$ cat config.mk
export PLATFORM = sky130hd
export DESIGN_NAME = gpio_bank_irq
export DESIGN_NICKNAME = d
export VERILOG_FILES = /design/src/rtl/gpio_bank_pkg.sv /design/src/rtl/gpio_sync.sv /design/src/rtl/gpio_port_detect.sv /design/src/rtl/gpio_reg_file.sv /design/src/rtl/gpio_bank_irq.sv
export SDC_FILE = /design/constraint.sdc
export NUM_CORES = 1
export LEC_CHECK = 0
export ABC_AREA = 1
export BUFFER_PORTS_ARGS = -buffer_cell sky130_fd_sc_hd__buf_2
export CAP_MARGIN = 10
export CORE_MARGIN = 10
export CORE_UTILIZATION = 30
export DETAILED_ROUTE_END_ITERATION = 16
export PLACE_DENSITY_LB_ADDON = 0.3
export SETUP_SLACK_MARGIN = 0.15
export SLEW_MARGIN = 15
export SYNTH_ARGS = -nofsm -noshare
export SYNTH_HDL_FRONTEND = slang
export SYNTH_SLANG_ARGS = --single-unit
$ cat constraint.sdc
create_clock -name clk_i -period 2.7 [get_ports clk_i]
set_input_delay 0.675 -clock clk_i [delete_from_list [all_inputs] [get_ports clk_i]]
set_output_delay 0.675 -clock clk_i [all_outputs]
set_load 0.005 [all_outputs]
$ cat src/rtl/gpio_bank_pkg.sv
package gpio_bank_pkg;

    // Register kinds selected by address bits [7:4]
    typedef enum logic [3:0] {
        REG_MODE   = 4'd0,
        REG_OEN    = 4'd1,
        REG_DOUT   = 4'd2,
        REG_DIN    = 4'd3,
        REG_STAT   = 4'd4,
        REG_IEN    = 4'd5,
        REG_TRIG   = 4'd6,
        REG_CLR    = 4'd7
    } reg_kind_e;

    // Per-pin interrupt trigger modes
    typedef enum logic [1:0] {
        TRIG_LEVEL = 2'd0,
        TRIG_EDGE  = 2'd1,
        TRIG_ANY   = 2'd2
    } trig_mode_e;

    // Byte stride between the polarity, edge and any-change fields
    localparam int unsigned TRIG_FIELD_STRIDE = 8;

    function automatic trig_mode_e trig_decode(input logic edge_sel, input logic any_sel);
        if (any_sel)
            return TRIG_ANY;
        else if (edge_sel)
            return TRIG_EDGE;
        else
            return TRIG_LEVEL;
    endfunction

endpackage

$ cat src/rtl/gpio_sync.sv
module gpio_sync #(
    parameter int unsigned WIDTH  = 32,
    parameter int unsigned STAGES = 2
) (
    input  logic             clk_i,
    input  logic             rst_ni,
    input  logic [WIDTH-1:0] d_i,
    output logic [WIDTH-1:0] q_o
);

    logic [WIDTH-1:0] stage_q [STAGES];

    for (genvar s = 0; s < STAGES; s++) begin : g_stage
        if (s == 0) begin : g_first
            always_ff @(posedge clk_i or negedge rst_ni) begin
                if (!rst_ni)
                    stage_q[s] <= '0;
                else
                    stage_q[s] <= d_i;
            end
        end else begin : g_next
            always_ff @(posedge clk_i or negedge rst_ni) begin
                if (!rst_ni)
                    stage_q[s] <= '0;
                else
                    stage_q[s] <= stage_q[s-1];
            end
        end
    end

    assign q_o = stage_q[STAGES-1];

endmodule

$ cat src/rtl/gpio_port_detect.sv
module gpio_port_detect
    import gpio_bank_pkg::*;
#(
    parameter int unsigned PORT_W = 8
) (
    input  logic              clk_i,
    input  logic              rst_ni,
    input  logic [PORT_W-1:0] sync_i,
    input  logic [PORT_W-1:0] pol_i,
    input  logic [PORT_W-1:0] edge_i,
    input  logic [PORT_W-1:0] any_i,
    input  logic [PORT_W-1:0] clr_i,
    output logic [PORT_W-1:0] evt_o,
    output logic [PORT_W-1:0] status_o
);

    logic [PORT_W-1:0] prev_q;
    logic [PORT_W-1:0] status_q;
    logic [PORT_W-1:0] evt;

    // Previous synchronized level, for edge comparison
    always_ff @(posedge clk_i or negedge rst_ni) begin
        if (!rst_ni)
            prev_q <= '0;
        else
            prev_q <= sync_i;
    end

    for (genvar i = 0; i < PORT_W; i++) begin : g_pin
        trig_mode_e mode;
        logic       rise;
        logic       fall;

        assign mode = trig_decode(edge_i[i], any_i[i]);
        assign rise = sync_i[i] & ~prev_q[i];
        assign fall = ~sync_i[i] & prev_q[i];

        always_comb begin
            unique case (mode)
                TRIG_ANY:   evt[i] = rise | fall;
                TRIG_EDGE:  evt[i] = pol_i[i] ? rise : fall;
                TRIG_LEVEL: evt[i] = (sync_i[i] == pol_i[i]);
                default:    evt[i] = 1'b0;
            endcase
        end
    end

    // Sticky status: a new trigger wins over a same-cycle clear
    always_ff @(posedge clk_i or negedge rst_ni) begin
        if (!rst_ni)
            status_q <= '0;
        else
            status_q <= (status_q & ~clr_i) | evt;
    end

    assign evt_o    = evt;
    assign status_o = status_q;

endmodule

$ cat src/rtl/gpio_reg_file.sv
module gpio_reg_file
    import gpio_bank_pkg::*;
#(
    parameter int unsigned NUM_PORTS = 4,
    parameter int unsigned PORT_W    = 8,
    parameter int unsigned ADDR_W    = 8,
    parameter int unsigned DATA_W    = 32,
    localparam int unsigned TOTAL_W    = NUM_PORTS * PORT_W,
    localparam int unsigned PORT_SEL_W = (NUM_PORTS > 1) ? $clog2(NUM_PORTS) : 1,
    localparam int unsigned TRIG_W     = 3 * TRIG_FIELD_STRIDE
) (
    input  logic               clk_i,
    input  logic               rst_ni,
    input  logic [ADDR_W-1:0]  addr_i,
    input  logic               we_i,
    input  logic [DATA_W-1:0]  wdata_i,
    output logic [DATA_W-1:0]  rdata_o,
    input  logic [TOTAL_W-1:0] din_i,
    input  logic [TOTAL_W-1:0] status_i,
    output logic [TOTAL_W-1:0] mode_o,
    output logic [TOTAL_W-1:0] oen_o,
    output logic [TOTAL_W-1:0] dout_o,
    output logic [TOTAL_W-1:0] ien_o,
    output logic [TOTAL_W-1:0] pol_o,
    output logic [TOTAL_W-1:0] edge_o,
    output logic [TOTAL_W-1:0] any_o,
    output logic [TOTAL_W-1:0] clr_o
);

    reg_kind_e             kind;
    logic [PORT_SEL_W-1:0] port_sel;
    logic                  port_ok;

    assign kind     = reg_kind_e'(addr_i[7:4]);
    assign port_sel = addr_i[2 +: PORT_SEL_W];
    assign port_ok  = (32'(port_sel) < NUM_PORTS);

    logic [PORT_W-1:0] mode_q [NUM_PORTS];
    logic [PORT_W-1:0] oen_q  [NUM_PORTS];
    logic [PORT_W-1:0] dout_q [NUM_PORTS];
    logic [PORT_W-1:0] ien_q  [NUM_PORTS];
    logic [PORT_W-1:0] pol_q  [NUM_PORTS];
    logic [PORT_W-1:0] edge_q [NUM_PORTS];
    logic [PORT_W-1:0] any_q  [NUM_PORTS];

    logic [PORT_W-1:0] wr_pol;
    logic [PORT_W-1:0] wr_edge;
    logic [PORT_W-1:0] wr_any;

    assign wr_pol  = wdata_i[0 +: PORT_W];
    assign wr_edge = wdata_i[TRIG_FIELD_STRIDE +: PORT_W];
    assign wr_any  = wdata_i[2*TRIG_FIELD_STRIDE +: PORT_W];

    for (genvar p = 0; p < NUM_PORTS; p++) begin : g_port
        logic hit;
        assign hit = we_i && port_ok && (32'(port_sel) == p);

        always_ff @(posedge clk_i or negedge rst_ni) begin
            if (!rst_ni) begin
                mode_q[p] <= '0;
                oen_q[p]  <= '0;
                dout_q[p] <= '0;
                ien_q[p]  <= '0;
                pol_q[p]  <= '0;
                edge_q[p] <= '0;
                any_q[p]  <= '0;
            end else if (hit) begin
                unique case (kind)
                    REG_MODE: mode_q[p] <= wdata_i[PORT_W-1:0];
                    REG_OEN:  oen_q[p]  <= wdata_i[PORT_W-1:0];
                    REG_DOUT: dout_q[p] <= wdata_i[PORT_W-1:0];
                    REG_IEN:  ien_q[p]  <= wdata_i[PORT_W-1:0];
                    REG_TRIG: begin
                        pol_q[p]  <= wr_pol;
                        edge_q[p] <= wr_edge;
                        any_q[p]  <= wr_any;
                    end
                    default: ;
                endcase
            end
        end

        assign clr_o[p*PORT_W +: PORT_W]  = (hit && kind == REG_CLR) ? wdata_i[PORT_W-1:0] : '0;
        assign mode_o[p*PORT_W +: PORT_W] = mode_q[p];
        assign oen_o[p*PORT_W +: PORT_W]  = oen_q[p];
        assign dout_o[p*PORT_W +: PORT_W] = dout_q[p];
        assign ien_o[p*PORT_W +: PORT_W]  = ien_q[p];
        assign pol_o[p*PORT_W +: PORT_W]  = pol_q[p];
        assign edge_o[p*PORT_W +: PORT_W] = edge_q[p];
        assign any_o[p*PORT_W +: PORT_W]  = any_q[p];
    end

    // Combinational read mux
    always_comb begin
        rdata_o = '0;
        if (port_ok) begin
            unique case (kind)
                REG_MODE: rdata_o = DATA_W'(mode_q[port_sel]);
                REG_OEN:  rdata_o = DATA_W'(oen_q[port_sel]);
                REG_DOUT: rdata_o = DATA_W'(dout_q[port_sel]);
                REG_DIN:  rdata_o = DATA_W'(din_i[32'(port_sel)*PORT_W +: PORT_W]);
                REG_STAT: rdata_o = DATA_W'(status_i[32'(port_sel)*PORT_W +: PORT_W]);
                REG_IEN:  rdata_o = DATA_W'(ien_q[port_sel]);
                REG_TRIG: rdata_o = DATA_W'({any_q[port_sel],
                                             {(TRIG_FIELD_STRIDE-PORT_W){1'b0}}, edge_q[port_sel],
                                             {(TRIG_FIELD_STRIDE-PORT_W){1'b0}}, pol_q[port_sel]});
                default:  rdata_o = '0;
            endcase
        end
    end

    logic unused_bits;
    assign unused_bits = ^{addr_i[1:0], wdata_i[DATA_W-1:TRIG_W]};

endmodule

$ cat src/rtl/gpio_bank_irq.sv
module gpio_bank_irq
    import gpio_bank_pkg::*;
#(
    parameter int unsigned NUM_PORTS   = 4,
    parameter int unsigned PORT_W      = 8,
    parameter int unsigned ADDR_W      = 8,
    parameter int unsigned DATA_W      = 32,
    parameter int unsigned SYNC_STAGES = 2,
    localparam int unsigned TOTAL_W    = NUM_PORTS * PORT_W
) (
    input  logic               clk_i,
    input  logic               rst_ni,
    input  logic [ADDR_W-1:0]  addr_i,
    input  logic               we_i,
    input  logic [DATA_W-1:0]  wdata_i,
    output logic [DATA_W-1:0]  rdata_o,
    input  logic [TOTAL_W-1:0] pin_i,
    output logic [TOTAL_W-1:0] pad_out_o,
    output logic [TOTAL_W-1:0] pad_oe_o,
    output logic               irq_o
);

    logic [TOTAL_W-1:0] sync_flat;
    logic [TOTAL_W-1:0] status_flat;
    logic [TOTAL_W-1:0] evt_flat;
    logic [TOTAL_W-1:0] mode_flat;
    logic [TOTAL_W-1:0] oen_flat;
    logic [TOTAL_W-1:0] dout_flat;
    logic [TOTAL_W-1:0] ien_flat;
    logic [TOTAL_W-1:0] pol_flat;
    logic [TOTAL_W-1:0] edge_flat;
    logic [TOTAL_W-1:0] any_flat;
    logic [TOTAL_W-1:0] clr_flat;
    logic               irq_q;

    gpio_sync #(
        .WIDTH  (TOTAL_W),
        .STAGES (SYNC_STAGES)
    ) i_sync (
        .clk_i  (clk_i),
        .rst_ni (rst_ni),
        .d_i    (pin_i),
        .q_o    (sync_flat)
    );

    gpio_reg_file #(
        .NUM_PORTS (NUM_PORTS),
        .PORT_W    (PORT_W),
        .ADDR_W    (ADDR_W),
        .DATA_W    (DATA_W)
    ) i_regs (
        .clk_i    (clk_i),
        .rst_ni   (rst_ni),
        .addr_i   (addr_i),
        .we_i     (we_i),
        .wdata_i  (wdata_i),
        .rdata_o  (rdata_o),
        .din_i    (sync_flat),
        .status_i (status_flat),
        .mode_o   (mode_flat),
        .oen_o    (oen_flat),
        .dout_o   (dout_flat),
        .ien_o    (ien_flat),
        .pol_o    (pol_flat),
        .edge_o   (edge_flat),
        .any_o    (any_flat),
        .clr_o    (clr_flat)
    );

    for (genvar p = 0; p < NUM_PORTS; p++) begin : g_det
        gpio_port_detect #(
            .PORT_W (PORT_W)
        ) i_det (
            .clk_i    (clk_i),
            .rst_ni   (rst_ni),
            .sync_i   (sync_flat[p*PORT_W +: PORT_W]),
            .pol_i    (pol_flat[p*PORT_W +: PORT_W]),
            .edge_i   (edge_flat[p*PORT_W +: PORT_W]),
            .any_i    (any_flat[p*PORT_W +: PORT_W]),
            .clr_i    (clr_flat[p*PORT_W +: PORT_W]),
            .evt_o    (evt_flat[p*PORT_W +: PORT_W]),
            .status_o (status_flat[p*PORT_W +: PORT_W])
        );
    end

    always_ff @(posedge clk_i or negedge rst_ni) begin
        if (!rst_ni)
            irq_q <= 1'b0;
        else
            irq_q <= |(status_flat & ien_flat);
    end

    assign irq_o     = irq_q;
    assign pad_out_o = dout_flat;
    assign pad_oe_o  = mode_flat & oen_flat;

endmodule

* Word-level counts from Yosys, hierarchy flattened
Index checks and enable logic that the tools add are counted.
** Cells by class
- Magnitude comparators :: 1
- Equality and inequality tests :: 106
- Shifts and indexed selects :: 2
- Mux-type cells :: 154
- Bitwise logic cells :: 175
- Reductions and logical operators :: 63
** Operator list (count)
- one-hot mux 24 bit (7 select lines) :: 1
- 2-to-1 mux 8 bit :: 18
- binary-select mux 8 bit (select 2 bit) :: 7
- one-hot mux 1 bit (3 select lines) :: 32
- equality test 2 bit (second input constant) :: 34
- equality test 2 x 1 -> 1 bit (second input constant) :: 33
- zero test 2 bit :: 33
- AND 1 bit :: 64
- AND 32 bit :: 2
- 2-to-1 mux 1 bit :: 64
- 2-to-1 mux 2 bit :: 32
- inverter 1 bit :: 64
- variable part select 32 x 6 -> 8 bit :: 2
- AND reduction 2 bit :: 20
- AND 8 bit :: 4
- equality test 1 bit :: 32
- inverter 8 bit :: 4
- OR 1 bit :: 32
- OR 8 bit :: 4
- OR reduction 32 bit :: 1
- equality test 4 x 3 -> 1 bit (second input constant) :: 4
- equality test 4 x 2 -> 1 bit (second input constant) :: 2
- logical AND 1 bit :: 8
- equality test 4 x 1 -> 1 bit (second input constant) :: 1
- other kinds (3) :: 3
** Storage, ports and cells
- Register bits :: 353
- Input bits :: 75
- Output and inout port bits :: 97
- Logic and storage cells :: 540

* Depth between registers and ports, before layout
- Word-level depth :: 7
- Mapped depth :: 11
- Depth with buffers taken out :: 9

* Modules after synthesis
Synthesis repeated with hierarchy kept, for this count alone.
** Second synthesis, totals
- Cells, all modules :: 2316
- Area total of the unflattened synthesis :: 17897.2 um^2
** Modules (own cells, without submodules)
- gpio_reg_file :: instances 1, cells each 1356, area an instance 10628.9 um^2, sequential area each 5605.4 um^2
- gpio_port_detect :: instances 4, cells each 184, area an instance 1231.2 um^2, sequential area each 400.4 um^2
- gpio_sync :: instances 1, cells each 96, area an instance 1841.8 um^2, sequential area each 1601.5 um^2
- gpio_bank_irq :: instances 1, cells each 128, area an instance 501.7 um^2, sequential area each 25.0 um^2

* Least setup slack after synthesis
OpenSTA, ideal clock, no wires.
- Kind :: input-to-output
- From :: input addr_i[3]
- To :: output rdata_o[1]
- Arrival time :: 1.729 ns
- Required time :: 2.025 ns
- Slack :: 0.296 ns
- Stages :: 9
- Path buffers :: 2
- Path through :: buf_2 inv_2 nand2_2 clkbuf_1 o21ai_0 o21ai_0 nand2_1 nor2_1 nand2_1
** Between the ends
- Longest elaborated chain between the ends :: 5
- Elaborated cells on any way between the ends :: 19
- Those cells by class :: shift: 2; mux: 16; bitwise: 1
** Ends and longest elaborated chain
- start, declared :: line gpio_bank_irq.sv:13 : input logic [ADDR_W-1:0] addr_i,
- parallel branches: the longest is 4 deep, another holds variable part select 32 x 6 -> 8 bit
- one-hot mux 24 bit (7 select lines) * :: line gpio_reg_file.sv:97 : unique case (kind)
- end, declared :: line gpio_bank_irq.sv:16 : output logic [DATA_W-1:0] rdata_o,
Mark *: on every way between the ends. The select of a mux whose other input is x is not followed.

* Worst setup path in the final report
Ends and elaborated chain as after synthesis.

==> flow_summary.yaml <==
power:
  seqPwrFrac_pct: 44.9
  p_int_mw: 10.0
  p_clk_share_pct: 40.7
  p_sw_mw: 4.01
  p_per_area_nw_per_um2: 654
  power_mw: 14.1
  peakVddDrop_mv: 0.430
  leakage_nw: 10.6
  power_frac_comb_pct: 14.4
  p_sw_share_pct: 28.5
outcome:
  violations: "setup timing"
  status: "complete, but fails checks"
hold_path:
  min_from: "pin_i[15]"
  holdCritPathClass: "input pin to register"
  min_path_cells: 1
timing:
  fmax_ghz: 0.369
  setup_viol: 1
  fin_ws_ns: -0.00791
  hold_violations: 0
  slew_violations: 0
  relSlewSlack_pct: 47.6
  rsz0062_at_grt: "yes"
  hold_slack_ns: 0.202
  finalCriticalPeriod_ns: 2.71
  clock_skew_ns: 0.00940
  tightest_slew_ns: 0.786
  tns_ns: -0.00791
  timing.final.crit_share_pct: 100
clock_network:
  clk_pin_slew_ns: 0.06
  htreeDepth: 2
  numCtsBuffers: 41
  clk_path_buf_depth: 3
  clock_latency_ns: 0.58
  cts_tree: "done"
  root_buffer: "clkbuf_16"
  cts_sinks: 353
setup_path:
  reg2reg_from: "i_sync.q_o[15]$_DFF_PN0_"
  worst_ep_arrival_time_ns: 2.03
  r2r_cells: 7
  end_kind: "output pin"
  cp_max_fo: 16
  cp-startpoint: "addr_i[3]"
  crit_type: "input pin to output pin"
  cp.required_ns: 2.03
  critPathLaunchType: "input pin"
place:
  place_hpwl_mm: 40.8
  place_ws_ns: -0.152
  port-buffer-count: 153
  place_area_um2: 19300
  place.gp.congestion: 0.843
  placed_cells: 2934
synthesis:
  synth.distinct_cells: 36
  ys_seq_elements: 353
  syn-cell-area_um2: 17000
  synth_area_per_cell_um2: 8.52
  yosysSeqAreaShare_pct: 52.0
  ys_warn_count: 0
  syn-instance-count: 1993
flow_run:
  maxCapViolCount: 0
drt:
  wl_met3_mm: 3.91
  ant_nets: 0
  wl_per_cell_um: 19.3
  drtIter0Drc: 1299
  wl_met1_mm: 25.6
  wirelength_mm: 58.5
  drc: 0
  dr.pass1.iters: 7
  viasPerCell: 4.82
  wl_met2_mm: 27.0
  highest_layer: "met4"
  vias: 14635
global_route:
  grt_max_degree: 101
  antenna_found_initial: 0
  grt_remaining_overflow: 0
  grt.total_usage_pct: 17.2
  grt_pass1_vias: 14717
  grt_pass1_wl_mm: 88.7
layout:
  fin_util_pct: 38.2
  num_antenna_cells: 0
  nets: 2389
  drive_above_1_share_pct: 20.8
  design_area_um2: 21500
  area_growth_pct: 26.5
  instances_no_fill: 3036
floorplanning:
  die_w_um: 258
  die_y_um: 258
  start_util_pct: 30.2
  core_area_um2: 56200
  rows: 87
  io_pins: 172
  dieArea_um2: 66500
## registers in the layout, summed over array words and instances (netlist names)
register,cells
g_det.i_det.prev_q,32
g_det.i_det.status_o,32
i_regs.any_o,32
i_regs.dout_o,32
i_regs.edge_o,32
i_regs.ien_o,32
i_regs.mode_o,32
i_regs.oen_o,32
i_regs.pol_o,32
i_sync.q_o,32
i_sync.stage_q,32
irq_o,1
## synth_stat cells
cell      number  area, um^2
nor2_1       105         394
a41oi_1        3        26.3
dfrtp_1      353        8830
buf_2         20         100
buf_6         15         169
inv_1        214         803
o21ai_1      111         556
nand2_4        6        67.6
clkbuf_1      42         158
ha_1          64         801
nand3b_1       2        15.0
and2_1         1        6.26
a21oi_1       39         195
buf_4         13        97.6
nor3_4         4        65.1
o21ai_0      216        1080
a22oi_1        6        45.0
nand3_1       21         105
nand3_4        1        17.5
o21a_1         2        15.0
nand2_2        8        50.1
conb_1         1        3.75
o22ai_1       31         194
xor2_1        18         158
o211ai_1      38         285
inv_2          7        26.3
nor2_2         5        31.3
a21boi_0       1        7.51
nor2_4         3        33.8
a31oi_1        4        25.0
nor3_2         2        20.0
a22o_1        16         140
o21ai_2       16         140
buf_1          3        11.3
nand4_1       19         119
nand2_1      583        2190
## cell families after synthesis
| group | share of synthesized area, % |
|---|---|
| XOR/XNOR | 0.928 |
| other | 0.0221 |
| adder cells (fa/ha/maj) | 4.71 |
| AO/OA/AOI/OAI | 16.0 |
| buffers and inverters | 8.04 |
| AND/OR/NAND/NOR | 18.3 |
| flip-flops | 52.0 |
## area by class of cell
| class | instances | area, um^2 |
|---|---|---|
| inverters | 221 | 845 |
| repair buffers | 300 | 2400 |
| clock inverters | 21 | 195 |
| well taps | 756 | 946 |
| multi-input cells | 1333 | 7090 |
| flip-flops and latches | 353 | 8830 |
| clock buffers | 52 | 1180 |
| fillers | 5815 | 34700 |
## power groups by stage
stage / registers (mW) / logic, mW / clock network [mW]
3_5_place_dp: 6.39 / 1.90 / 0
5_1_grt: 6.38 / 2.31 / 6.06
2_1_floorplan: 6.24 / 1.12 / 0
6_report: 6.31 / 2.03 / 5.72
4_1_cts: 6.29 / 1.99 / 5.85
3_3_place_gp: 6.36 / 1.84 / 0
## final timing paths
check                                                        to  slack (ns)
max                                                  rdata_o[1]      -0.008
min                                i_sync.stage_q[47]$_DFF_PN0_        0.20
max reg2reg                g_det[1].i_det.status_o[7]$_DFF_PN0_        1.43
min reg2reg                            i_sync.q_o[21]$_DFF_PN0_        0.34
max in group asynchronous              i_sync.q_o[25]$_DFF_PN0_        1.22
min in group asynchronous         i_regs.mode_o[21]$_DFFE_PN0P_        0.59
## critical path: stages
cell and delay [ns]:
buf_12 0.11, clkinv_8 0.07, nor2_4 0.16, buf_12 0.18, buf_12 0.17, nand2_1 0.08
nand4_1 0.15, nand2_1 0.07, nand2_1 0.06, nor2_1 0.04, nand2_1 0.11, buf_2 0.14
## cells in the final DEF, fill, tap and decap left out, types with 3 or more instances in the layout
master and n:
nand2_4 12, o21ai_2 27, clkbuf_16 44, clkinvlp_4 3, a22oi_1 5, bufinv_16 3, a21oi_1 39, dfrtp_1 353
ha_1 64, nor2_4 6, buf_12 24, nor3_4 4, xor2_1 18, o21ai_1 122, inv_1 213, clkbuf_8 7
nand4_1 19, clkinv_2 13, nand2_2 26, a22o_1 16, inv_2 6, o21ai_0 194, nor2_1 100, a31oi_4 3
o211ai_1 38, nand2_1 558, conb_1 8, buf_6 18, o22ai_1 29, buf_2 147, buf_4 98, nand3_1 20
buf_16 4, buf_8 6, a41oi_2 3, nor2_2 7
## metal layers
| metal | vias up | track usage [%] |
|---|---|---|
| met3 | 109 | 3.39 |
| li1 | 6952 | - |
| met5 | - | 0 |
| met2 | 490 | 27.8 |
| met4 | 0 | 6.93 |
| met1 | 7084 | 22.2 |
## what timing repair did
action / 4_1_cts / 5_1_grt
cloned: 4 / 1
pin swaps: 24 / 51
gates resized for setup: 64 / 72
endpoints found under the hold margin: 31 / 0
hold buffers: 1 / 0
buffers inserted: 16 / 7
endpoints found under the setup margin: 22 / 20
Power figures use the tool's default switching activity.
